## src/rtl/sdram_trk_pkg.sv

```systemverilog
// Shared types for the SDRAM command tracker.
// Assumes a 3-bit command code; numeric values are part of the port contract.
package sdram_trk_pkg;
    typedef enum logic [2:0] {
        CMD_NOP = 3'd0,
        CMD_ACT = 3'd1,
        CMD_PRE = 3'd2,
        CMD_RD  = 3'd3,
        CMD_WR  = 3'd4,
        CMD_MRS = 3'd5,
        CMD_REF = 3'd6
    } cmd_t;
endpackage

```

## src/rtl/sdram_cmd_decode.sv

```systemverilog
// Combinational decoder from the four active-low strobes to a command code.
// Assumes the caller samples the result on the rising clock edge.
module sdram_cmd_decode
    import sdram_trk_pkg::*;
(
    input  logic cs_n,
    input  logic ras_n,
    input  logic cas_n,
    input  logic we_n,
    output cmd_t cmd
);
    // Map the strobe pattern to a command; chip select high masks everything.
    always_comb begin
        cmd = CMD_NOP;
        if (!cs_n) begin
            case ({ras_n, cas_n, we_n})
                3'b011:  cmd = CMD_ACT;
                3'b010:  cmd = CMD_PRE;
                3'b101:  cmd = CMD_RD;
                3'b100:  cmd = CMD_WR;
                3'b000:  cmd = CMD_MRS;
                3'b001:  cmd = CMD_REF;
                default: cmd = CMD_NOP;
            endcase
        end
    end
endmodule

```

## src/rtl/sdram_bank_slot.sv

```systemverilog
// State of one bank: active flag and open row.
// Assumes 'adv' is low on frozen edges and 'sel' marks this bank as target.
module sdram_bank_slot
    import sdram_trk_pkg::*;
#(
    parameter int ROW_W = 12
) (
    input  logic             clk,
    input  logic             rst_n,
    input  logic             adv,
    input  logic             sel,
    input  cmd_t             cmd,
    input  logic             flag8,
    input  logic [ROW_W-1:0] row_in,
    output logic             active_o,
    output logic [ROW_W-1:0] row_o
);
    // Apply legal commands to this bank; illegal ones leave it untouched.
    always_ff @(posedge clk) begin
        if (!rst_n) begin
            active_o <= 1'b0;
            row_o    <= '0;
        end else if (adv) begin
            case (cmd)
                CMD_ACT: if (sel && !active_o) begin
                    active_o <= 1'b1;
                    row_o    <= row_in;
                end
                CMD_PRE: if (sel || flag8) active_o <= 1'b0;
                CMD_RD, CMD_WR: if (sel && active_o && flag8) active_o <= 1'b0;
                default: ;
            endcase
        end
    end
endmodule

```

## src/rtl/sdram_cmd_tracker.sv

```systemverilog
// Top: samples SDRAM control pins, registers decoded fields, tracks banks.
// Assumes inputs are stable around each rising edge; reset is synchronous.
module sdram_cmd_tracker
    import sdram_trk_pkg::*;
#(
    parameter int BANKS = 4,
    parameter int ROW_W = 12,
    parameter int COL_LO_W = 8
) (
    input  logic                   clk,
    input  logic                   rst_n,
    input  logic                   cke,
    input  logic                   cs_n,
    input  logic                   ras_n,
    input  logic                   cas_n,
    input  logic                   we_n,
    input  logic [$clog2(BANKS)-1:0] ba,
    input  logic [ROW_W-1:0]       addr,
    output logic [2:0]             cmd_o,
    output logic [$clog2(BANKS)-1:0] bank_o,
    output logic [ROW_W-1:0]       row_o,
    output logic [COL_LO_W:0]      col_o,
    output logic                   auto_pre_o,
    output logic                   all_banks_o,
    output logic                   err_o,
    output logic [BANKS-1:0]       bank_active_o,
    output logic [BANKS*ROW_W-1:0] open_row_o
);
    localparam int BA_W   = $clog2(BANKS);
    localparam int AP_BIT = COL_LO_W;
    localparam int HI_BIT = COL_LO_W + 1;

    cmd_t       dec_cmd;
    logic       cke_q;
    logic       adv;
    logic       tgt_active;
    logic       is_access;
    logic       bad_cmd;

    sdram_cmd_decode u_dec (
        .cs_n (cs_n),
        .ras_n(ras_n),
        .cas_n(cas_n),
        .we_n (we_n),
        .cmd  (dec_cmd)
    );

    // Remember the previous clock-enable sample; low suspends the next edge.
    always_ff @(posedge clk) begin
        if (!rst_n) cke_q <= 1'b1;
        else        cke_q <= cke;
    end

    assign adv        = cke_q;
    assign tgt_active = bank_active_o[ba];
    assign is_access  = (dec_cmd == CMD_RD) || (dec_cmd == CMD_WR);
    assign bad_cmd    = ((dec_cmd == CMD_ACT) && tgt_active) || (is_access && !tgt_active);

    generate
        for (genvar b = 0; b < BANKS; b++) begin : g_bank
            sdram_bank_slot #(.ROW_W(ROW_W)) u_slot (
                .clk     (clk),
                .rst_n   (rst_n),
                .adv     (adv),
                .sel     (ba == BA_W'(b)),
                .cmd     (dec_cmd),
                .flag8   (addr[AP_BIT]),
                .row_in  (addr),
                .active_o(bank_active_o[b]),
                .row_o   (open_row_o[b*ROW_W +: ROW_W])
            );
        end
    endgenerate

    // Register the decoded command and its address fields.
    always_ff @(posedge clk) begin
        if (!rst_n) begin
            cmd_o       <= CMD_NOP;
            bank_o      <= '0;
            row_o       <= '0;
            col_o       <= '0;
            auto_pre_o  <= 1'b0;
            all_banks_o <= 1'b0;
            err_o       <= 1'b0;
        end else if (!adv) begin
            cmd_o       <= CMD_NOP;
            auto_pre_o  <= 1'b0;
            all_banks_o <= 1'b0;
            err_o       <= 1'b0;
        end else begin
            cmd_o       <= dec_cmd;
            err_o       <= bad_cmd;
            auto_pre_o  <= is_access && addr[AP_BIT];
            all_banks_o <= (dec_cmd == CMD_PRE) && addr[AP_BIT];
            if (dec_cmd inside {CMD_ACT, CMD_PRE, CMD_RD, CMD_WR, CMD_MRS})
                bank_o <= ba;
            if (dec_cmd == CMD_ACT)
                row_o <= addr;
            if (is_access)
                col_o <= {addr[HI_BIT], addr[COL_LO_W-1:0]};
        end
    end

    // Assertions guarding the registered outputs and bank state.
    p_cs_mask_r1: assert property (@(posedge clk) disable iff (!rst_n)
        (cke_q && cs_n) |=> (cmd_o == CMD_NOP));

    p_col_build_r5: assert property (@(posedge clk) disable iff (!rst_n)
        (cke_q && !cs_n && ras_n && !cas_n) |=>
        (col_o == {$past(addr[HI_BIT]), $past(addr[COL_LO_W-1:0])}));

    p_act_open_r6: assert property (@(posedge clk) disable iff (!rst_n)
        (cmd_o == CMD_ACT && !err_o) |-> bank_active_o[bank_o]);

    p_pre_all_r7: assert property (@(posedge clk) disable iff (!rst_n)
        (cmd_o == CMD_PRE && all_banks_o) |-> (bank_active_o == '0));

    p_ap_close_r8: assert property (@(posedge clk) disable iff (!rst_n)
        ((cmd_o == CMD_RD || cmd_o == CMD_WR) && auto_pre_o && !err_o) |-> !bank_active_o[bank_o]);

    p_err_hold_r9: assert property (@(posedge clk) disable iff (!rst_n)
        (cke_q && bad_cmd) |=> (err_o && $stable(bank_active_o) && $stable(open_row_o)));

    p_freeze_r10: assert property (@(posedge clk) disable iff (!rst_n)
        !cke_q |=> (cmd_o == CMD_NOP && !err_o && $stable(bank_active_o) && $stable(row_o)));
endmodule

```

## config.mk

```make
export PLATFORM = sky130hd
export DESIGN_NAME = sdram_cmd_tracker
export DESIGN_NICKNAME = d
export VERILOG_FILES = /design/src/rtl/sdram_trk_pkg.sv /design/src/rtl/sdram_cmd_decode.sv /design/src/rtl/sdram_bank_slot.sv /design/src/rtl/sdram_cmd_tracker.sv
export SDC_FILE = /design/constraint.sdc
export NUM_CORES = 1
export LEC_CHECK = 0
export ABC_AREA = 0
export BUFFER_PORTS_ARGS = -buffer_cell sky130_fd_sc_hd__clkbuf_2
export CAP_MARGIN = 40
export CORE_ASPECT_RATIO = 0.6
export CORE_MARGIN = 3
export CORE_UTILIZATION = 50
export CTS_CLUSTER_DIAMETER = 30
export DETAILED_ROUTE_END_ITERATION = 8
export GPL_ROUTABILITY_DRIVEN = 0
export PLACE_DENSITY = 0.79
export SETUP_SLACK_MARGIN = 0.02
export SLEW_MARGIN = 15
export SYNTH_ARGS = -nofsm -noshare
export SYNTH_HDL_FRONTEND = slang
export SYNTH_SLANG_ARGS = --single-unit
```

## constraint.sdc

```tcl
create_clock -name clk -period 2.2 [get_ports clk]
set_input_delay 0.44 -clock clk [delete_from_list [all_inputs] [get_ports clk]]
set_output_delay 0.44 -clock clk [all_outputs]
set_load 0.03 [all_outputs]
```

==> results of run 1 <==
-- through the flow --
step / std cells / instance area, um2 / hold slack [ps] / total power, uW / worst slack [ps]
6_report: 533 / 3990 / 274 / 3160 / 613
2_1_floorplan: 357 / 3210 / 466 / 1700 / 410
3_3_place_gp: 518 / 3720 / 439 / 1780 / 331
3_5_place_dp: 518 / 3720 / 447 / 1790 / 271
5_1_grt: 533 / 3990 / 277 / 3270 / 510
4_1_cts: 533 / 3990 / 260 / 3180 / 635
-- path summary, 6_finish.rpt --
| kind | start | end | slack, ps | cells after the start |
|---|---|---|---|---|
| setup / recovery | ras_n | g_bank[2].u_slot.row_o[4] | 610 | 5 |
| hold / removal | cke | adv | 270 | 2 |
| setup reg to reg | adv | g_bank[2].u_slot.row_o[4] | 640 | 4 |
| hold reg to reg | col_o[6] | col_o[6] | 460 | 2 |
-- layout make-up --
cell class	count	area share, %
clock buffer	9	3.11
multi-input combinational	243	35.1
sequential	82	41.2
inverter	3	0.283
tap	80	2.51
timing repair buffer	110	14.4
clock inverter	6	3.45
-- synthesized netlist by cell type, types with 2 or more instances --
cell        n  area (um2)
dfxtp_1    82        1640
nand2_1    77         289
buf_6       2        22.5
inv_1       2        7.51
nor2_1     47         176
nor3_1      2        10.0
and3b_1     2        17.5
nor4_1      3        18.8
o21ai_0     5        25.0
buf_4       7        52.6
nor2b_1     3        18.8
mux2i_1    38         380
nand2b_1    5        31.3
o2111ai_1   3        26.3
a21oi_1    36         180
clkbuf_1   16        60.1
a31oi_1     4        25.0
buf_2       3        15.0
-- cell families (layout without fill, tap and decap cells) --
logic type | count (synthesis) | in the layout | share of synthesized area, %
buffers and inverters | 32 | 128 | 5.66
AND/OR/NAND/NOR | 148 | 148 | 20.5
multiplexers | 40 | 40 | 13.0
XOR/XNOR | 1 | 1 | 0.273
AO/OA/AOI/OAI | 54 | 54 | 9.33
flip-flops | 82 | 82 | 51.2
-- registers in the layout, summed over array words and instances, names as in the netlist --
signal	flops
adv	1
all_banks_o	1
auto_pre_o	1
bank_o	2
cmd_o	3
col_o	9
err_o	1
g_bank.u_slot.active_o	4
g_bank.u_slot.row_o	48
row_o	12
-- report_power, final --
group	internal (uW)	switching, uW
combinational	71.7	168
clock	871	536
sequential	1500	13.7
total	2450	718
-- worst register-to-register path: cells and delay by family (launching register included) --
| kind | cells | cell delay (ps) |
|---|---|---|
| AND/OR/NAND/NOR | 3 | 990 |
| flip-flops | 1 | 370 |
| AO/OA/AOI/OAI | 1 | 80 |
-- per-layer routing --
layer | up-vias | track usage (%) | part of all wire (%)
met2 | 130 | 32.2 | 41
met1 | 1294 | 34.3 | 48
met4 | 0 | 2.33 | 0.048
met5 | - | 0 | 0
li1 | 1369 | - | -
met3 | 2 | 9.14 | 11
==> run_results.csv, run 1 <==
group,metric,value,unit
detailed_routing,dr.pass1.iters,5,
layout,multi_input_comb_area,0.00140,mm2
clock_network,cts_tree,"yes",
layout,antennaDiodeCount,0,
global_routing,grt.overflow.total,0,
timing,finalCritPeriodShare,72.1,%
yosys,synth_seq_cells,82,
layout,utilization,67.7,%
pwr,ir_drop,0.387,mV
die,die_h,68.0,um
timing,setup-tns-final,0,ps
die,die_w,109,um
global_routing,antenna_found_initial,0,
worst_setup_path,cp_max_fo,12,
die,fp-row-count,21,
placed_design,place.detailed.hpwl,6040,um
global_routing,grt_pass1_vias,2473,
yosys,synth-warning-count,0,
clock_network,cts_buffer_depth,2,
die,placeableCoreArea,0.00589,mm2
yosys,async_flop_share,0,%
timing,fin_skew,9.52,ps
worst_setup_path,critPathArrivalTime,1800,ps
layout,layout.cells.most_common,"clkbuf_2",
worst_setup_path,crit_slowest_cell,"or4_1",
timing,hold_viol,0,
detailed_routing,ant_nets,0,
yosys,synth-seq-area-share,51.2,%
detailed_routing,routed_wl,8290,um
worst_setup_path,worst_setup_path_start_kind,"input pin",
pwr,leakagePower,0.00188,uW
worst_setup_path,worst_path_dominant_cell_family,"simple AND/OR/NAND/NOR gates",
die,dieArea,0.00744,mm2
timing,setup_viol,0,
clock_network,clkLatencyLatePin,350,ps
yosys,ys_types,38,
worst_setup_path,crit_chain,"clkbuf_2 -> nand3b_4 -> or4_1 -> nand2_1 -> a21oi_1",
clock_network,cts_max_level,3,
yosys,synth.avg_cell_area,8.98,um2
detailed_routing,wl_per_cell,15.5,um
die,initial_utilization,54.5,%
clock_network,clk_pin_slew_worst_paths,80,ps
worst_setup_path,critPathCaptureType,"flip-flop",
pwr,power.density,794,mW/mm2
layout,layout_common_cells,"clkbuf_2, dfxtp_1, nand2_1, nor2_1, mux2i_1",
global_routing,grt_first_pass_wirelength,12900,um
clock_network,cts_sinks,82,
placed_design,port_buffers,101,
layout,fin_nets,470,
layout,regArea,0.00164,mm2
worst_setup_path,path_buf_inv,1,
worst_setup_path,cpPeakStageDelay,710,ps
detailed_routing,drt_iter0_markers,193,
worst_setup_path,critPathRequiredTime,2420,ps
layout,final_layout_size_suffix_gt1_share,29.1,%
global_routing,grt.total_usage,23.1,%
clock_network,cts_root_buffer,"clkbuf_8",
die,io_pins,102,
global_routing,grt_max_degree,36,
run_status,status,"finished, final reports clean",
worst_setup_path,crit_type,"input pin to flip-flop",
yosys,syn_inst,357,
clock_network,cts_resized,0,
timing,fin_crit,1590,ps
timing,rsz0062_at_grt,"false",
timing,relSlewSlack,69.3,%
flow_run,drv_cap,0,
layout,final.fill_count,478,
timing,tightestPinTransition,459,ps
detailed_routing,drc,0,
detailed_routing,num_vias,2795,
timing,fmax,0.630,GHz
worst_hold_path,min_path_type,"input pin to flip-flop",
detailed_routing,via_per_inst,5.24,
yosys,synthesis.nets,378,
clock_network,hold_buffers,0,
layout,synthToLayoutAreaGrowth,24.3,%
clock_network,cts_made_buffers,9,
yosys,synth_flop_cell,"dfxtp_1",
clock_network,cts_setup_buffers,0,
yosys,synth_edf_count,0,
yosys,netlist_area,0.00321,mm2
timing,slew_violations,0,
Note: power is estimated with default switching activity, not from simulation.
==> run 2: changes to the inputs <==
Settings changed: CORE_UTILIZATION 50 to 45, PLACE_DENSITY 0.79 to 0.75.
Clock period 2.2 ns to 1.35 ns, I/O delays scaled along.
==> run_results.csv, run 2 (same netlist as run 1, synthesis figures left out) <==
group,metric,value,unit
layout,synthToLayoutAreaGrowth,34.4,%
timing,rsz0062_at_grt,"true",
layout,regArea,0.00165,mm2
die,io_pins,102,
global_routing,antenna_found_initial,0,
timing,slew_violations,0,
timing,setup_viol,24,
detailed_routing,drc,0,
global_routing,grt_pass1_vias,2783,
clock_network,cts_sinks,82,
die,initial_utilization,47.2,%
layout,layout.cells.most_common,"clkbuf_2",
layout,largestRegisters,"g_bank.u_slot.row_o: 48 flops, row_o: 12 flops, col_o: 9 flops",
worst_hold_path,min_path_type,"input pin to flip-flop",
clock_network,cts_max_level,3,
clock_network,clk_pin_slew_worst_paths,60,ps
clock_network,hold_buffers,0,
die,fp-row-count,23,
global_routing,grt.total_usage,22.7,%
layout,final.fill_count,596,
worst_setup_path,worst_setup_path_start_kind,"flip-flop",
timing,setup-tns-final,-1020,ps
layout,final_layout_size_suffix_gt1_share,34.9,%
global_routing,grt_max_degree,38,
worst_setup_path,critPathRequiredTime,1580,ps
global_routing,grt.overflow.total,0,
layout,multi_input_comb_area,0.00143,mm2
timing,fin_skew,3.90,ps
placed_design,place.detailed.hpwl,6850,um
timing,finalCritPeriodShare,106,%
pwr,leakagePower,0.00203,uW
die,placeableCoreArea,0.00679,mm2
worst_setup_path,critPathArrivalTime,1660,ps
die,die_w,115,um
clock_network,cts_buffer_depth,2,
detailed_routing,num_vias,2964,
run_status,status,"finished, violations left",
layout,antennaDiodeCount,0,
worst_setup_path,critPathCaptureType,"flip-flop",
worst_setup_path,rr_worst_depth,4,
pwr,ir_drop,0.775,mV
detailed_routing,routed_wl,9270,um
timing,whs,116,ps
placed_design,dp_slack,-348,ps
run_status,violations,"setup timing",
timing,tightestPinTransition,347,ps
detailed_routing,dr.pass1.iters,5,
layout,largest_register_ffs,48,
layout,instances_no_fill,565,
flow_run,drv_cap,0,
timing,fmax,0.700,GHz
pwr,power.density,1190,mW/mm2
placed_design,post-place-cells,549,
worst_setup_path,r2r_slack,-80,ps
worst_hold_path,whs_path_depth,2,
die,dieArea,0.00821,mm2
worst_setup_path,crit_type,"flip-flop to flip-flop",
worst_setup_path,cp_max_fo,12,
clock_network,cts_made_buffers,9,
clock_network,clkLatencyLatePin,330,ps
placed_design,port_buffers,101,
detailed_routing,ant_nets,0,
timing,relSlewSlack,76.8,%
timing,setup_slack,-78.0,ps
timing,fin_crit,1430,ps
clock_network,cts_root_buffer,"clkbuf_16",
timing,hold_viol,0,
die,die_h,71.4,um
clock_network,cts_setup_buffers,0,
detailed_routing,wl_per_cell,16.4,um
clock_network,cts_tree,"yes",
detailed_routing,drt_iter0_markers,318,
layout,fin_nets,496,
layout,top_register,"g_bank.u_slot.row_o",
layout,layout_common_cells,"clkbuf_2, dfxtp_1, nand2_1, nor2_1, mux2i_1",
global_routing,grt_first_pass_wirelength,14300,um
detailed_routing,via_per_inst,5.25,
pwr,p_total,5120,uW
-- run 2: metal layers --
metal | wire (um) | track usage [%] | part of all wire (%)
met1 | 4340 | 32.6 | 47
met2 | 3950 | 31.9 | 43
met4 | 116 | 7.68 | 1.3
met3 | 870 | 7.68 | 9.4
met5 | 0 | 0 | 0
-- run 2: cell type report --
type	instances	area share [%]
inverters	3	0.261
flip-flops and latches	82	38.3
clock buffers	11	5.63
multi-input cells	243	33.1
repair buffers	136	19.8
well taps	87	2.53
clock inverters	3	0.407
-- run 2: metrics by stage --
step                      util [%]  cell area, um2
after floorplan                  -            3240
after global placement        58.5            3980
after detailed placement      58.5            3980
after CTS                     62.6            4250
after global routing          63.4            4310
final                         63.4            4310
-- run 2: where the power goes --
part	total [uW]	internal [uW]	switching (uW)	leakage, uW
clock	2170	1270	903	0.000127
combinational	477	173	304	0.00123
sequential	2480	2450	22.1	0.000664
-- run 2: final timing paths --
| check | start | end |
|---|---|---|
| worst max-delay path | adv | g_bank[1].u_slot.row_o[5] |
| worst min-delay path | cke | adv |
| worst max register to register | adv | g_bank[1].u_slot.row_o[5] |
| worst min register to register | g_bank[2].u_slot.row_o[5] | g_bank[2].u_slot.row_o[5] |
-- run 2: critical path, cell delays in order (launching register included) --
cell and delay [ps]:
dfxtp_2 340, nand2b_4 70, or4_4 620, mux2i_1 210, nor2_1 70
-- run 2: timing repair --
item | CTS | global route
endpoints found under the setup margin | 43 | 56
pin swaps | 1 | 2
gates resized for setup | 10 | 15
hold endpoints to repair | 0 | 0
gates cloned | 0 | 2
==> run 3: changes to the inputs <==
Settings changed: SETUP_SLACK_MARGIN 0.02 to 0.2.
==> run_results.csv, run 3 (same netlist as run 1, synthesis figures left out) <==
group,metric,value,unit
worst_setup_path,startpoint,"adv",
worst_hold_path,min_to,"adv",
layout,synthToLayoutAreaGrowth,59.0,%
timing,fin_skew,6.97,ps
timing,whs,133,ps
die,placeableCoreArea,0.00679,mm2
run_status,status,"finished, violations left",
worst_hold_path,worstHoldStart,"cke",
die,dieArea,0.00821,mm2
die,fp-row-count,23,
layout,layout_common_cells,"buf_4, nand2_1, dfxtp_1, nor2_1, mux2i_1",
pwr,ir_drop,0.681,mV
worst_setup_path,worst_setup_path_start_kind,"flip-flop",
clock_network,hold_buffers,0,
global_routing,grt.total_usage,24.3,%
worst_setup_path,crit_type,"flip-flop to flip-flop",
die,initial_utilization,47.2,%
global_routing,antenna_found_initial,0,
clock_network,cts_tree,"yes",
layout,regArea,0.00169,mm2
timing,tightestPinTransition,323,ps
die,die_h,71.4,um
placed_design,dp_slack,-249,ps
timing,setup-tns-final,-1640,ps
clock_network,cts_root_buffer,"clkbuf_16",
detailed_routing,drt_iter0_markers,312,
worst_setup_path,cp_max_fo,12,
global_routing,grt.overflow.total,0,
detailed_routing,drt-met1-wl,4380,um
worst_setup_path,critPathArrivalTime,1650,ps
timing,relSlewSlack,78.3,%
placed_design,place.detailed.hpwl,6510,um
run_status,violations,"setup timing",
detailed_routing,wl_met2,4540,um
layout,multi_input_comb_area,0.00158,mm2
timing,fmax,0.698,GHz
pwr,p_total,5710,uW
worst_setup_path,r2r-end,"g_bank[1].u_slot.row_o[7]",
worst_setup_path,r2r_start,"adv",
clock_network,cts_made_buffers,9,
die,io_pins,102,
worst_setup_path,critPathRequiredTime,1570,ps
layout,top_register,"g_bank.u_slot.row_o",
detailed_routing,via_per_inst,5.26,
layout,largest_register_ffs,48,
die,die_w,115,um
detailed_routing,dr.max_layer_used,"met4",
worst_hold_path,min_path_type,"input pin to flip-flop",
global_routing,grt_pass1_vias,2854,
timing,rsz0062_at_grt,"true",
timing,fin_crit,1430,ps
layout,fin_nets,508,
worst_setup_path,r2r_slack,-80,ps
clock_network,cts_sinks,82,
detailed_routing,num_vias,3035,
clock_network,clkLatencyLatePin,330,ps
layout,antennaDiodeCount,0,
worst_hold_path,whs_path_depth,2,
detailed_routing,met3_wirelength,1050,um
layout,final_layout_size_suffix_gt1_share,48.2,%
layout,layout.cells.most_common,"buf_4",
clock_network,cts_buffer_depth,2,
timing,setup_viol,36,
detailed_routing,drc,0,
pwr,power.density,1120,mW/mm2
clock_network,cts_max_level,3,
detailed_routing,dr.pass1.iters,5,
timing,hold_viol,0,
detailed_routing,routed_wl,10100,um
flow_run,drv_cap,0,
global_routing,grt_first_pass_wirelength,15200,um
pwr,leakagePower,0.00229,uW
detailed_routing,ant_nets,0,
global_routing,grt_max_degree,49,
timing,finalCritPeriodShare,106,%
clock_network,clk_pin_slew_worst_paths,60,ps
placed_design,port_buffers,101,
timing,slew_violations,0,
timing,setup_slack,-83.5,ps
layout,largestRegisters,"g_bank.u_slot.row_o: 48 flops, row_o: 12 flops, col_o: 9 flops",
detailed_routing,wl_per_cell,17.4,um
layout,final.fill_count,472,
worst_setup_path,critPathCaptureType,"flip-flop",
worst_setup_path,rr_worst_depth,4,
## run 3: cell count changes in the layout (fill, tap and decap cells not counted), sizes merged
cell and delta:
clkinv -2, clkinvlp -1, clkbuf -50, buf +62
bufinv +3
## run 3: area by class of cell
type | count | area share (%)
Clock buffer | 11 | 4.57
Multi-Input combinational cell | 243 | 31.0
Timing Repair Buffer | 148 | 27.1
Inverter | 3 | 0.221
Clock inverter | 3 | 1.77
Sequential cell | 82 | 33.2
Tap cell | 87 | 2.14
## run 3: worst max-delay path by stage
stage | end | slack, ps | cells past startpoint
CTS | g_bank[1].u_slot.row_o[7] | -80 | 4
floorplan | g_bank[1].u_slot.row_o[11] | -240 | 7
global placement | g_bank[1].u_slot.row_o[0] | -210 | 5
global route | g_bank[1].u_slot.row_o[0] | -150 | 4
detailed placement | g_bank[1].u_slot.row_o[7] | -250 | 5
finish | g_bank[1].u_slot.row_o[7] | -80 | 4
## run 3: critical path, stage by stage (launching register included)
cell,delay (ps)
dfxtp_2,350
nand2b_4,70
or4_4,620
mux2i_1,210
nor2_1,60
## run 3: routing by layer
layer | vias up | global-route usage [%]
li1 | 1452 | -
met1 | 1435 | 34.0
met2 | 137 | 36.0
met3 | 11 | 8.61
met4 | 0 | 5.99
met5 | - | 0
## run 3: repair_timing
item                                    CTS  global route
gates cloned                              4             2
pin swaps                                19            16
setup buffers                             3             5
endpoints found under the setup margin  130           147
gates resized for setup                 142           138
## run 3: per-stage QoR
stage / std cells / instance area, um2 / utilization [%]
after detailed placement: 549 / 3990 / 58.7
after floorplan: 357 / 3310 / -
after CTS: 570 / 4820 / 71.0
after global placement: 549 / 3990 / 58.7
final: 577 / 5100 / 75.1
after global routing: 577 / 5100 / 75.1
## run 3: power by group
| part | leakage, uW | internal (uW) | switching, uW |
|---|---|---|---|
| Combinational | 0.00145 | 224 | 324 |
| Clock | 0.000156 | 1790 | 903 |
| Sequential | 0.000678 | 2450 | 24.2 |
| Total | 0.00229 | 4460 | 1250 |
